**src/rtl/frac_baud_pkg.sv**
```systemverilog
package frac_baud_pkg;
  localparam int unsigned DEF_INT_W  = 16;
  localparam int unsigned DEF_FRAC_W = 6;

  typedef struct packed {
    logic commit;
    logic armed;
  } baudCtl_t;
endpackage

```
**src/rtl/frac_baud_ctrl.sv**
```systemverilog
module frac_baud_ctrl
  import frac_baud_pkg::*;
#(
  parameter int unsigned INT_W  = DEF_INT_W,
  parameter int unsigned FRAC_W = DEF_FRAC_W
) (
  input  logic              clk,
  input  logic              rstN,
  input  logic              intWrEn,
  input  logic [INT_W-1:0]  intWrData,
  input  logic              fracWrEn,
  input  logic [FRAC_W-1:0] fracWrData,
  input  logic              lineCtlWr,
  input  logic              charBusy,
  output logic [INT_W-1:0]  stagedInt,
  output logic [FRAC_W-1:0] stagedFrac,
  output baudCtl_t          ctl
);
  logic pending;

  always_comb begin
    ctl.armed  = pending | lineCtlWr;
    ctl.commit = ctl.armed & ~charBusy;
  end

  always_ff @(posedge clk) begin
    if (!rstN) begin
      stagedInt  <= '0;
      stagedFrac <= '0;
      pending    <= 1'b0;
    end else begin
      if (intWrEn)  stagedInt  <= intWrData;
      if (fracWrEn) stagedFrac <= fracWrData;
      if (ctl.commit)     pending <= 1'b0;
      else if (lineCtlWr) pending <= 1'b1;
    end
  end
endmodule

```
**src/rtl/frac_baud_dp.sv**
```systemverilog
module frac_baud_dp
  import frac_baud_pkg::*;
#(
  parameter int unsigned INT_W  = DEF_INT_W,
  parameter int unsigned FRAC_W = DEF_FRAC_W
) (
  input  logic              clk,
  input  logic              rstN,
  input  baudCtl_t          ctl,
  input  logic [INT_W-1:0]  stagedInt,
  input  logic [FRAC_W-1:0] stagedFrac,
  output logic [INT_W-1:0]  activeInt,
  output logic [FRAC_W-1:0] activeFrac,
  output logic              baudTick
);
  localparam int unsigned CNT_W = INT_W + 1;

  logic [CNT_W-1:0]  periodCnt;
  logic [FRAC_W-1:0] fracAcc;
  logic [FRAC_W:0]   accSum;
  logic [CNT_W-1:0]  lastCount;
  logic              unity;

  always_comb begin
    accSum    = {1'b0, fracAcc} + {1'b0, activeFrac};
    unity     = (activeInt == '0);
    lastCount = CNT_W'(activeInt) - CNT_W'(1) + CNT_W'(accSum[FRAC_W]);
    baudTick  = unity | (periodCnt == lastCount);
  end

  always_ff @(posedge clk) begin
    if (!rstN) begin
      activeInt  <= '0;
      activeFrac <= '0;
      periodCnt  <= '0;
      fracAcc    <= '0;
    end else if (ctl.commit) begin
      activeInt  <= stagedInt;
      activeFrac <= stagedFrac;
      periodCnt  <= '0;
      fracAcc    <= '0;
    end else if (!unity) begin
      if (baudTick) begin
        periodCnt <= '0;
        fracAcc   <= accSum[FRAC_W-1:0];
      end else begin
        periodCnt <= periodCnt + CNT_W'(1);
      end
    end
  end
endmodule

```
**src/rtl/frac_baud_gen.sv**
```systemverilog
module frac_baud_gen
  import frac_baud_pkg::*;
#(
  parameter int unsigned INT_W  = DEF_INT_W,
  parameter int unsigned FRAC_W = DEF_FRAC_W
) (
  input  logic              clk,
  input  logic              rstN,
  input  logic              intWrEn,
  input  logic [INT_W-1:0]  intWrData,
  input  logic              fracWrEn,
  input  logic [FRAC_W-1:0] fracWrData,
  input  logic              lineCtlWr,
  input  logic              charBusy,
  output logic              baudTick,
  output logic [INT_W-1:0]  activeInt,
  output logic [FRAC_W-1:0] activeFrac,
  output logic [INT_W-1:0]  stagedInt,
  output logic [FRAC_W-1:0] stagedFrac
);
  baudCtl_t ctl;

  frac_baud_ctrl #(.INT_W(INT_W), .FRAC_W(FRAC_W)) ctrl_i (
    .clk(clk), .rstN(rstN),
    .intWrEn(intWrEn), .intWrData(intWrData),
    .fracWrEn(fracWrEn), .fracWrData(fracWrData),
    .lineCtlWr(lineCtlWr), .charBusy(charBusy),
    .stagedInt(stagedInt), .stagedFrac(stagedFrac),
    .ctl(ctl)
  );

  frac_baud_dp #(.INT_W(INT_W), .FRAC_W(FRAC_W)) dp_i (
    .clk(clk), .rstN(rstN), .ctl(ctl),
    .stagedInt(stagedInt), .stagedFrac(stagedFrac),
    .activeInt(activeInt), .activeFrac(activeFrac),
    .baudTick(baudTick)
  );
endmodule

```
**config.mk**
```make
export PLATFORM = sky130hd
export DESIGN_NAME = frac_baud_gen
export DESIGN_NICKNAME = d
export VERILOG_FILES = /design/src/rtl/frac_baud_pkg.sv /design/src/rtl/frac_baud_ctrl.sv /design/src/rtl/frac_baud_dp.sv /design/src/rtl/frac_baud_gen.sv
export SDC_FILE = /design/constraint.sdc
export NUM_CORES = 1
export LEC_CHECK = 0
export BUFFER_PORTS_ARGS = -buffer_cell sky130_fd_sc_hd__buf_2
export CAP_MARGIN = 5
export CORE_ASPECT_RATIO = 0.6
export CORE_MARGIN = 1.5
export CORE_UTILIZATION = 45
export CTS_BUF_LIST = sky130_fd_sc_hd__clkbuf_16
export CTS_CLUSTER_DIAMETER = 30
export DETAILED_ROUTE_END_ITERATION = 16
export PLACE_DENSITY = 0.8
export SLEW_MARGIN = 10
export SYNTH_ARGS = -nofsm -noshare
export SYNTH_HDL_FRONTEND = slang
export SYNTH_SLANG_ARGS = --single-unit
```
**constraint.sdc**
```tcl
create_clock -name clk -period 4.3 [get_ports clk]
set_input_delay 0.43 -clock clk [delete_from_list [all_inputs] [get_ports clk]]
set_output_delay 0.43 -clock clk [all_outputs]
set_load 0.01 [all_outputs]
```
=== After elaboration in Yosys (flattened, before gate mapping) ===
Index checks and enable logic that the tools add are counted.

* Register bits after elaboration: 68
* Bits in latches: 0
* Bits in writable memories: 0
* ROM bits: 0
* Input bits: 28
* Output and inout port bits: 45
* Logic and storage cells: 22
* Memories kept: 0

* $add $sub $neg: 4
* Multipliers: 0
* Divide/modulo/power cells: 0
* Order comparisons: 0
* Eq/ne operators: 1
* Shift operators: 0
* Muxes and demuxes: 1
* Bitwise gates (word level): 6
* Reductions and logical operators: 3

{| class="wikitable"
|+ Operators with widths
! kind !! number
|-
| $add A17 B1 Y17 || 1
|-
| $add A17 B1 Y17 const B || 1
|-
| $eq A17 B17 Y1 || 1
|-
| $mux W17 || 1
|-
| $sub A16 B1 Y17 const B || 1
|-
| $logic_not A16 Y1 || 1
|-
| $add A6 B6 Y7 || 1
|-
| $not A1 Y1 || 3
|-
| $or A1 B1 Y1 || 2
|-
| $reduce_and A2 Y1 || 1
|-
| $reduce_or A2 Y1 || 1
|-
| $and A1 B1 Y1 || 1
|}

=== Logic depth before layout (Yosys ltp) ===
Gate-level depths: netlist of the first run.

* Depth after elaboration: 5
* Gate-level depth with buffers: 19
* Depth with buffers taken out: 18

=== Hierarchy ===
Synthesis of the first run repeated with hierarchy kept, for this count alone.

* Cells, all modules: 369
* Area, all modules: 3552.2 µm²

{| class="wikitable"
|+ Modules (own cells, without submodules)
! module !! times used !! cells an instance !! area an instance (µm²)
|-
| frac_baud_dp || 1 || 294 || 2671.3
|-
| frac_baud_ctrl || 1 || 75 || 880.8
|}

=== Least setup slack after synthesis of the first run ===
No wires, ideal clock.

* Kind: flip-flop to output port
* Start point: register dp_i.activeFrac[0]
* End point: output baudTick
* Arrival time: 3.152 ns
* Data required time: 3.870 ns
* Setup slack: 0.718 ns
* Stages on the path, launching flop included: 18
* Path buffers: 0
* Cell sequence: dfxtp_1 ha_1 inv_1 fa_1 inv_1 a21oi_1 o21bai_1 a21o_1 a21oi_1 ha_1 ha_1 nor4b_4 and4b_1 and4b_1 o41ai_1 o41ai_1 nand3_2 nand2_1

* Cells in the longest elaborated chain, start to end: 4

{| class="wikitable"
|+ RTL lines
! element !! RTL line !! source
|-
| start: declaration || frac_baud_dp.sv:13 || <nowiki>output logic [FRAC_W-1:0] activeFrac,</nowiki>
|-
| start signal: assignment || frac_baud_dp.sv:39 || <nowiki>activeFrac <= stagedFrac;</nowiki>
|-
| $add A6 B6 Y7 || frac_baud_dp.sv:25 || <nowiki>accSum = {1'b0, fracAcc} + {1'b0, activeFrac};</nowiki>
|-
| $add A17 B1 Y17 || frac_baud_dp.sv:27 || <nowiki>lastCount = CNT_W'(activeInt) - CNT_W'(1) + CNT_W'(accSum[FRAC_W]);</nowiki>
|-
| $eq A17 B17 Y1 || frac_baud_dp.sv:28 || <nowiki>baudTick = unity | (periodCnt == lastCount);</nowiki>
|-
| $or A1 B1 Y1 || frac_baud_dp.sv:28 ||
|-
| end: declaration || frac_baud_gen.sv:15 || <nowiki>output logic baudTick,</nowiki>
|}

Every way passes these cells.

=== Worst setup path after layout of the first run ===
Ends and elaborated chain as after synthesis.

==> summary.md, run 1 <==
| Metric | Value |
|---|---|
| Dpl cells | 550 |
| Placed standard-cell area | 3859 um2 |
| Final Power | 0.001655 W |
| GP Congestion | 0.9074 |
| Diodes inserted | 0 |
| Critical Path AT | 3.69 ns |
| Startpoint types | flip-flop |
| Vias/cell | 5.165 |
| Initial Util | 46.97% |
| WL per Instance | 14.91 um |
| Pin count of the biggest net entering global routing | 47 |
| CTS tree | yes |
| Fin crit share | 95.74% |
| Post-Layout Cell Count | 571 |
| Most common cell in the netlist | dfxtp_1 |
| Die height | 70.88 um |
| Worst-Margin Slew | 0.6448 ns |
| Clk_skew | 0.008352 ns |
| Post-synthesis cell type count | 50 |
| Final wirelength | 8514 um |
| Synthesized cell area | 3456 um2 |
| Cell family with most CP delay | compound AO/OA/AOI/OAI gates |
| CORE AREA | 7357 um2 |
| Dpl hpwl | 5952 um |
| First-pass GRT wire length | 13730 um |
| Final hold viol count | 0 |
| Syn Inst Count | 395 |
| Via count | 2949 |
| Total grt overflow | 0 |
| Drc violations | 0 |
| Layout cells sized above 1 | 24.41% |
| Peak supply drop | 0.2123 mV |
| Syn_nets | 433 |
| Vias in the first global route | 2843 |
| Post-synth EDFFs | 0 |
| Dpl ws | 0.2153 ns |
| Asr flop ratio synth | 0% |
| ANT nets after route | 0 |
| Hold Buf Count CTS | 0 |
| Final Instance Area | 4272 um2 |
| Initial antenna violation count | 0 |
| Flops & latches, synth | 68 |
| Fin Setup TNS | 0 ns |
| Crit path largest cell delay | 0.37 ns |
| Post-layout min period | 4.117 ns |
| Clock sink count | 68 |
| Top post-synthesis cells by area | dfxtp_1, mux2i_1, nand2_1 |
| Critical Path, Cell by Cell | ha_1, inv_1, fa_2, inv_1, a21oi_2, o21bai_2, a21o_1, a21oi_2, ha_2, ha_4, nor4b_4, buf_4, nand3b_1, o32a_1, nor3_2, nand3_2, nand2_2, buf_6 |
| Final Max Slew Viols | 0 |
| Clock Latency Late Sink | 0.34 ns |
| Max_slew headroom | 57.01% |
| Boundary pin count | 73 |
| Top cell type by total area after synthesis | dfxtp_1 |
| CTS max path bufs | 2 |
| CP bufs+invs | 4 |
| Synth top cells by count | dfxtp_1, nand2_1, nor2_1 |
| CTS HTree Levels | 3 |
| Mean Syn Cell Area | 8.749 um2 |
| Area delta synth->final | 23.61% |
| Row count | 24 |
| Highest clock rate | 0.2429 GHz |
| Hold Crit Class | input port to flip-flop |
| DR iter-0 viols | 259 |
| GRT Util Overall | 21.67% |
| Status | finished clean |
| RSZ-0062 raised after global routing | false |
| Setup ws final | 0.1832 ns |
| First-pass DRT Iterations | 5 |
| YS warnings | 0 |
| Top_reg_cell synth | dfxtp_1 |
| CTS Buf Count | 9 |
| Crit path required time | 3.87 ns |
| Top-area cell type share of the netlist area | 39.39% |
| Worst Setup End Kind | output port |
| Die width | 116.1 um |
| WS Path Type | flip-flop to output port |
| Pwr dens | 387.5 nW/um2 |
| Reg clk slew, reported paths | 0.05 ns |
| Leak | 1.837 nW |
| Max Cap Viol | 0 |
| Max FO, Critical Path | 5 |
| Nets | 501 |
| Seq/Total Area, Yosys | 39.39% |
| Root Buffer | clkbuf_16 |
| Worst path slowest cell | o32a_1 |
| Die area | 8232 um2 |
| Setup Viol. Count Final | 0 |
| Port Buffers | 72 |
-- layer usage --
metal / vias up / share of wire (%) / track usage, %
li1: 1475 / - / -
met2: 89 / 43 / 30.78
met5: - / 0 / 0
met3: 12 / 5.5 / 5.998
met1: 1373 / 51 / 31.48
met4: 0 / 1.3 / 7.588
-- path summary, 6_finish.rpt --
kind | start | endpoint | slack, ns | cells after the start
min | lineCtlWr | ctrl_i.pending | 0.34 | 3
min reg2reg | ctrl_i.pending | ctrl_i.pending | 0.48 | 2
max | dp_i.activeFrac[0] | baudTick | 0.18 | 18
max reg2reg | dp_i.activeFrac[0] | dp_i.periodCnt[13] | 0.28 | 19
-- sequential cells by signal, indices dropped and copies added (netlist names) --
| name | count |
|---|---|
| dp_i.periodCnt | 17 |
| ctrl_i.stagedInt | 16 |
| dp_i.activeInt | 16 |
| ctrl_i.stagedFrac | 6 |
| dp_i.activeFrac | 6 |
| dp_i.fracAcc | 6 |
| ctrl_i.pending | 1 |
-- tightest hold or removal path, cell delays in order --
cell    delay (ns)
buf_2         0.07
nor2_1        0.04
nor2_1        0.09
-- kinds of logic (layout without fill, tap and decap cells) --
kind of cell	after synthesis	in the layout	share of synthesized area (%)
adder cells (fa/ha/maj)	10	10	3.838
buffers and inverters	32	104	3.838
flip-flops	68	68	39.39
multiplexers	24	24	6.951
AND/OR/NAND/NOR	161	161	24.55
AO/OA/AOI/OAI	63	63	12.06
XOR/XNOR	37	37	9.377
-- placed cells by master, fill, tap and decap left out, types with 2 or more instances in the layout --
master,instances
nor2b_1,22
xor2_1,14
buf_2,71
o21ai_0,8
a21boi_0,23
and4b_1,2
nand3_1,15
clkbuf_16,9
a21oi_1,13
nand4_1,3
nand3b_1,2
and3_1,3
o41ai_2,2
a31oi_1,2
o31ai_1,2
inv_1,11
bufinv_16,2
mux2i_1,24
nor4_1,2
xnor2_1,23
dfxtp_1,68
ha_1,7
a21o_1,2
nor3_2,2
nor3b_2,2
nor3_1,4
a21oi_2,2
buf_4,7
nand2_1,59
nor2_1,28
or3_1,2
-- through the flow --
step | hold slack [ns] | utilization [%]
floorplan | 0.4462 | -
global placement | 0.4599 | 52.45
detailed placement | 0.4706 | 52.45
CTS | 0.3397 | 57.07
global route | 0.3590 | 58.06
finish | 0.3417 | 58.06
-- power by group --
group	internal, W	switching, W	total (W)
sequential	0.000652	0.0000258	0.000678
combinational	0.0000967	0.000113	0.000209
clock	0.000500	0.000268	0.000768
-- final cells by class --
class                      instances  area, um2
multi-input combinational        295       2017
sequential                        68       1361
tap                              104      130.1
fill                             641       3085
clock inverter                     6      81.33
timing repair buffer              79      419.2
clock buffer                       9      225.2
inverter                          10      37.54
-- what timing repair did --
item | in CTS | in global routing
setup endpoints to repair | 1 | 14
setup buffers | 2 | 4
gates resized for setup | 3 | 11
cloned | 0 | 0
pin swaps | 1 | 5
(Power assumes the default switching activity.)
==> run 2, diff against run 1 <==
--- a/config.mk
+++ b/config.mk
@@ -14,6 +14,7 @@
 export CTS_CLUSTER_DIAMETER = 30
 export DETAILED_ROUTE_END_ITERATION = 16
 export PLACE_DENSITY = 0.8
+export SETUP_SLACK_MARGIN = 0.3
 export SLEW_MARGIN = 10
 export SYNTH_ARGS = -nofsm -noshare
 export SYNTH_HDL_FRONTEND = slang
==> run 2 against run 1 <==
Compared with the run above: first-iteration DRC count up 20%; register-to-register slack better by 0.26 ns; clock power barely moved; sequential power about the same; die area unchanged; routed wire length up 3.4%; largest cell class unchanged.
==> summary.md, run 2 (synthesized netlist as in run 1, its figures left out) <==
| Metric | Value |
|---|---|
| Status | finished clean |
| Hold_ws | 0.3427 ns (+0.001017 ns) |
| Setup ws final | 0.2827 ns (+0.09947 ns) |
| Pin count of the biggest net entering global routing | 47 (unchanged) |
| First-pass GRT wire length | 14150 um (+3.0%) |
| WL per Instance | 15.25 um (+2.3%) |
| Pwr dens | 382.0 nW/um2 (-1.4%) |
| Max FFs per register | 17 (unchanged) |
| Nets | 507 (+1.2%) |
| Cell family with most CP delay | simple AND/OR/NAND/NOR gates |
| Drc violations | 0 (unchanged) |
| First-pass DRT Iterations | 9 (+4) |
| Peak supply drop | 0.2124 mV (about the same) |
| Clock sink count | 68 (unchanged) |
| Crit path largest cell delay | 0.46 ns (+0.09 ns) |
| Final Max Slew Viols | 0 (unchanged) |
| CTS tree | yes |
| Dpl hpwl | 5952 um (unchanged) |
| Vias in the first global route | 2915 (+2.5%) |
| Commonest non-fill, non-tap cell in the layout | buf_2 |
| Commonest non-fill, non-tap cells in the layout | buf_2, dfxtp_1, nand2_1 |
| Leak | 1.857 nW (+1.1%) |
| CORE AREA | 7357 um2 (unchanged) |
| Initial Util | 46.97% (unchanged) |
| Die area | 8232 um2 (unchanged) |
| Fin Setup TNS | 0 ns (unchanged) |
| RSZ-0062 raised after global routing | true |
| Initial antenna violation count | 0 (unchanged) |
| Critical Path, Cell by Cell | ha_4, inv_2, fa_2, inv_2, a21oi_2, o21bai_2, a21o_1, a21oi_2, ha_2, nor3b_2, nor3b_2, and4b_1, o21ai_1, nor3_2, nand3_2, nand2_2, buf_6 |
| Max_slew headroom | 56.77% (-0.24 points) |
| GRT Util Overall | 22.37% (+0.70 points) |
| Via count | 3079 (+4.4%) |
| Top reg by flops | dp_i.periodCnt |
| Setup Viol. Count Final | 0 (unchanged) |
| Vias/cell | 5.336 (+3.3%) |
| Highest clock rate | 0.2489 GHz (+2.5%) |
| Row count | 24 (unchanged) |
| Diodes inserted | 0 (unchanged) |
| Crit path required time | 3.87 ns (about the same) |
| Final wirelength | 8801 um (+3.4%) |
| Root Buffer | clkbuf_16 |
| Dpl ws | 0.2153 ns (unchanged) |
| Largest regs | dp_i.periodCnt (17), ctrl_i.stagedInt (16), dp_i.activeInt (16) |
| Die width | 116.1 um (unchanged) |
| Fill count | 638 (-0.47%) |
| Post-layout min period | 4.017 ns (-0.09947 ns) |
| DR iter-0 viols | 312 (+20%) |
| Fin util | 58.96% (+0.90 points) |
| Worst-Margin Slew | 0.6485 ns (+0.003655 ns) |
| Worst Setup End Kind | output port |
| Max FO, Critical Path | 6 (+1) |
| GP Congestion | 0.9074 (unchanged) |
| CTS HTree Levels | 3 (unchanged) |
| Port Buffers | 72 (unchanged) |
| WS Path Type | flip-flop to output port |
| Total grt overflow | 0 (unchanged) |
| Worst path slowest cell | nor3b_2 |
| Dpl cells | 550 (unchanged) |
| Clk_skew | 0.009135 ns (+0.0007824 ns) |
| Hold Crit Class | input port to flip-flop |
| ANT nets after route | 0 (unchanged) |
| Hold Buf Count CTS | 0 (unchanged) |
| Area delta synth->final | 25.52% |
| Boundary pin count | 73 (unchanged) |
| Die height | 70.88 um (unchanged) |
| Critical Path AT | 3.59 ns (-0.10 ns) |
| CTS max path bufs | 2 (unchanged) |
| Layout cells sized above 1 | 26.22% (+1.8 points) |
| Max Cap Viol | 0 (unchanged) |
| Clock Latency Late Sink | 0.34 ns (about the same) |
| Final hold viol count | 0 (unchanged) |
| Fin crit share | 93.43% (-2.3 points) |
| Startpoint types | flip-flop |
| CTS Buf Count | 9 (unchanged) |
| CP bufs+invs | 3 (-1) |
| Reg clk slew, reported paths | 0.05 ns (about the same) |
| Post-Layout Cell Count | 577 (+1.1%) |
==> run 2: worst register-to-register path: stages, from the launching register on <==
cell and delay (ns):
dfxtp_4 0.35, ha_4 0.16, inv_2 0.05, fa_2 0.21, inv_2 0.04, a21oi_2 0.13
o21bai_2 0.08, a21o_1 0.19, a21oi_2 0.16, ha_2 0.23, nor3b_2 0.24, nor3b_2 0.46
and4b_1 0.26, o21ai_1 0.07, nor3_2 0.24, nand3_2 0.14, buf_4 0.22, o21ai_4 0.31
nor2_1 0.10
==> run 2: path summary, 6_finish.rpt <==
path,slack [ns],cells after the start,startpoint,end
worst max register to register,0.54,18,dp_i.activeFrac[0],dp_i.periodCnt[13]
worst min-delay path,0.34,3,lineCtlWr,ctrl_i.pending
worst max-delay path,0.28,17,dp_i.activeFrac[0],baudTick
worst min register to register,0.48,2,ctrl_i.pending,ctrl_i.pending
==> run 2: repair_timing <==
action	CTS	global route
setup buffers	10	2
pin swaps	9	10
gates resized for setup	17	4
gates cloned	0	0
endpoints found under the setup margin	14	14
==> run 2: layer usage <==
metal	wire [um]	GRT usage [%]
met1	4288	31.23
met2	3756	32.75
met3	556	6.255
met5	0	0
met4	199	8.943
==> run 2: layout make-up <==
type,count,area (um2),area share (%)
Inverter,10,37.54,0.8653
Tap cell,104,130.1,3.000
Clock inverter,6,81.33,1.875
Sequential cell,68,1366,31.50
Multi-Input combinational cell,295,2029,46.78
Clock buffer,9,225.2,5.192
Timing Repair Buffer,85,467.9,10.79
==> run 2: stage by stage <==
stage          total power (W)  area [um2]
6_report              0.001657        4338
5_1_grt               0.001709        4338
4_1_cts               0.001651        4308
3_5_place_dp         0.0008796        3859
3_3_place_gp         0.0008739        3859
2_1_floorplan        0.0008205        3456
==> run 2: report_power, final <==
| part | internal, W | switching, W |
|---|---|---|
| clock | 0.000500 | 0.000269 |
| sequential | 0.000652 | 0.0000259 |
| combinational | 0.0000950 | 0.000116 |
| total | 0.00125 | 0.000411 |
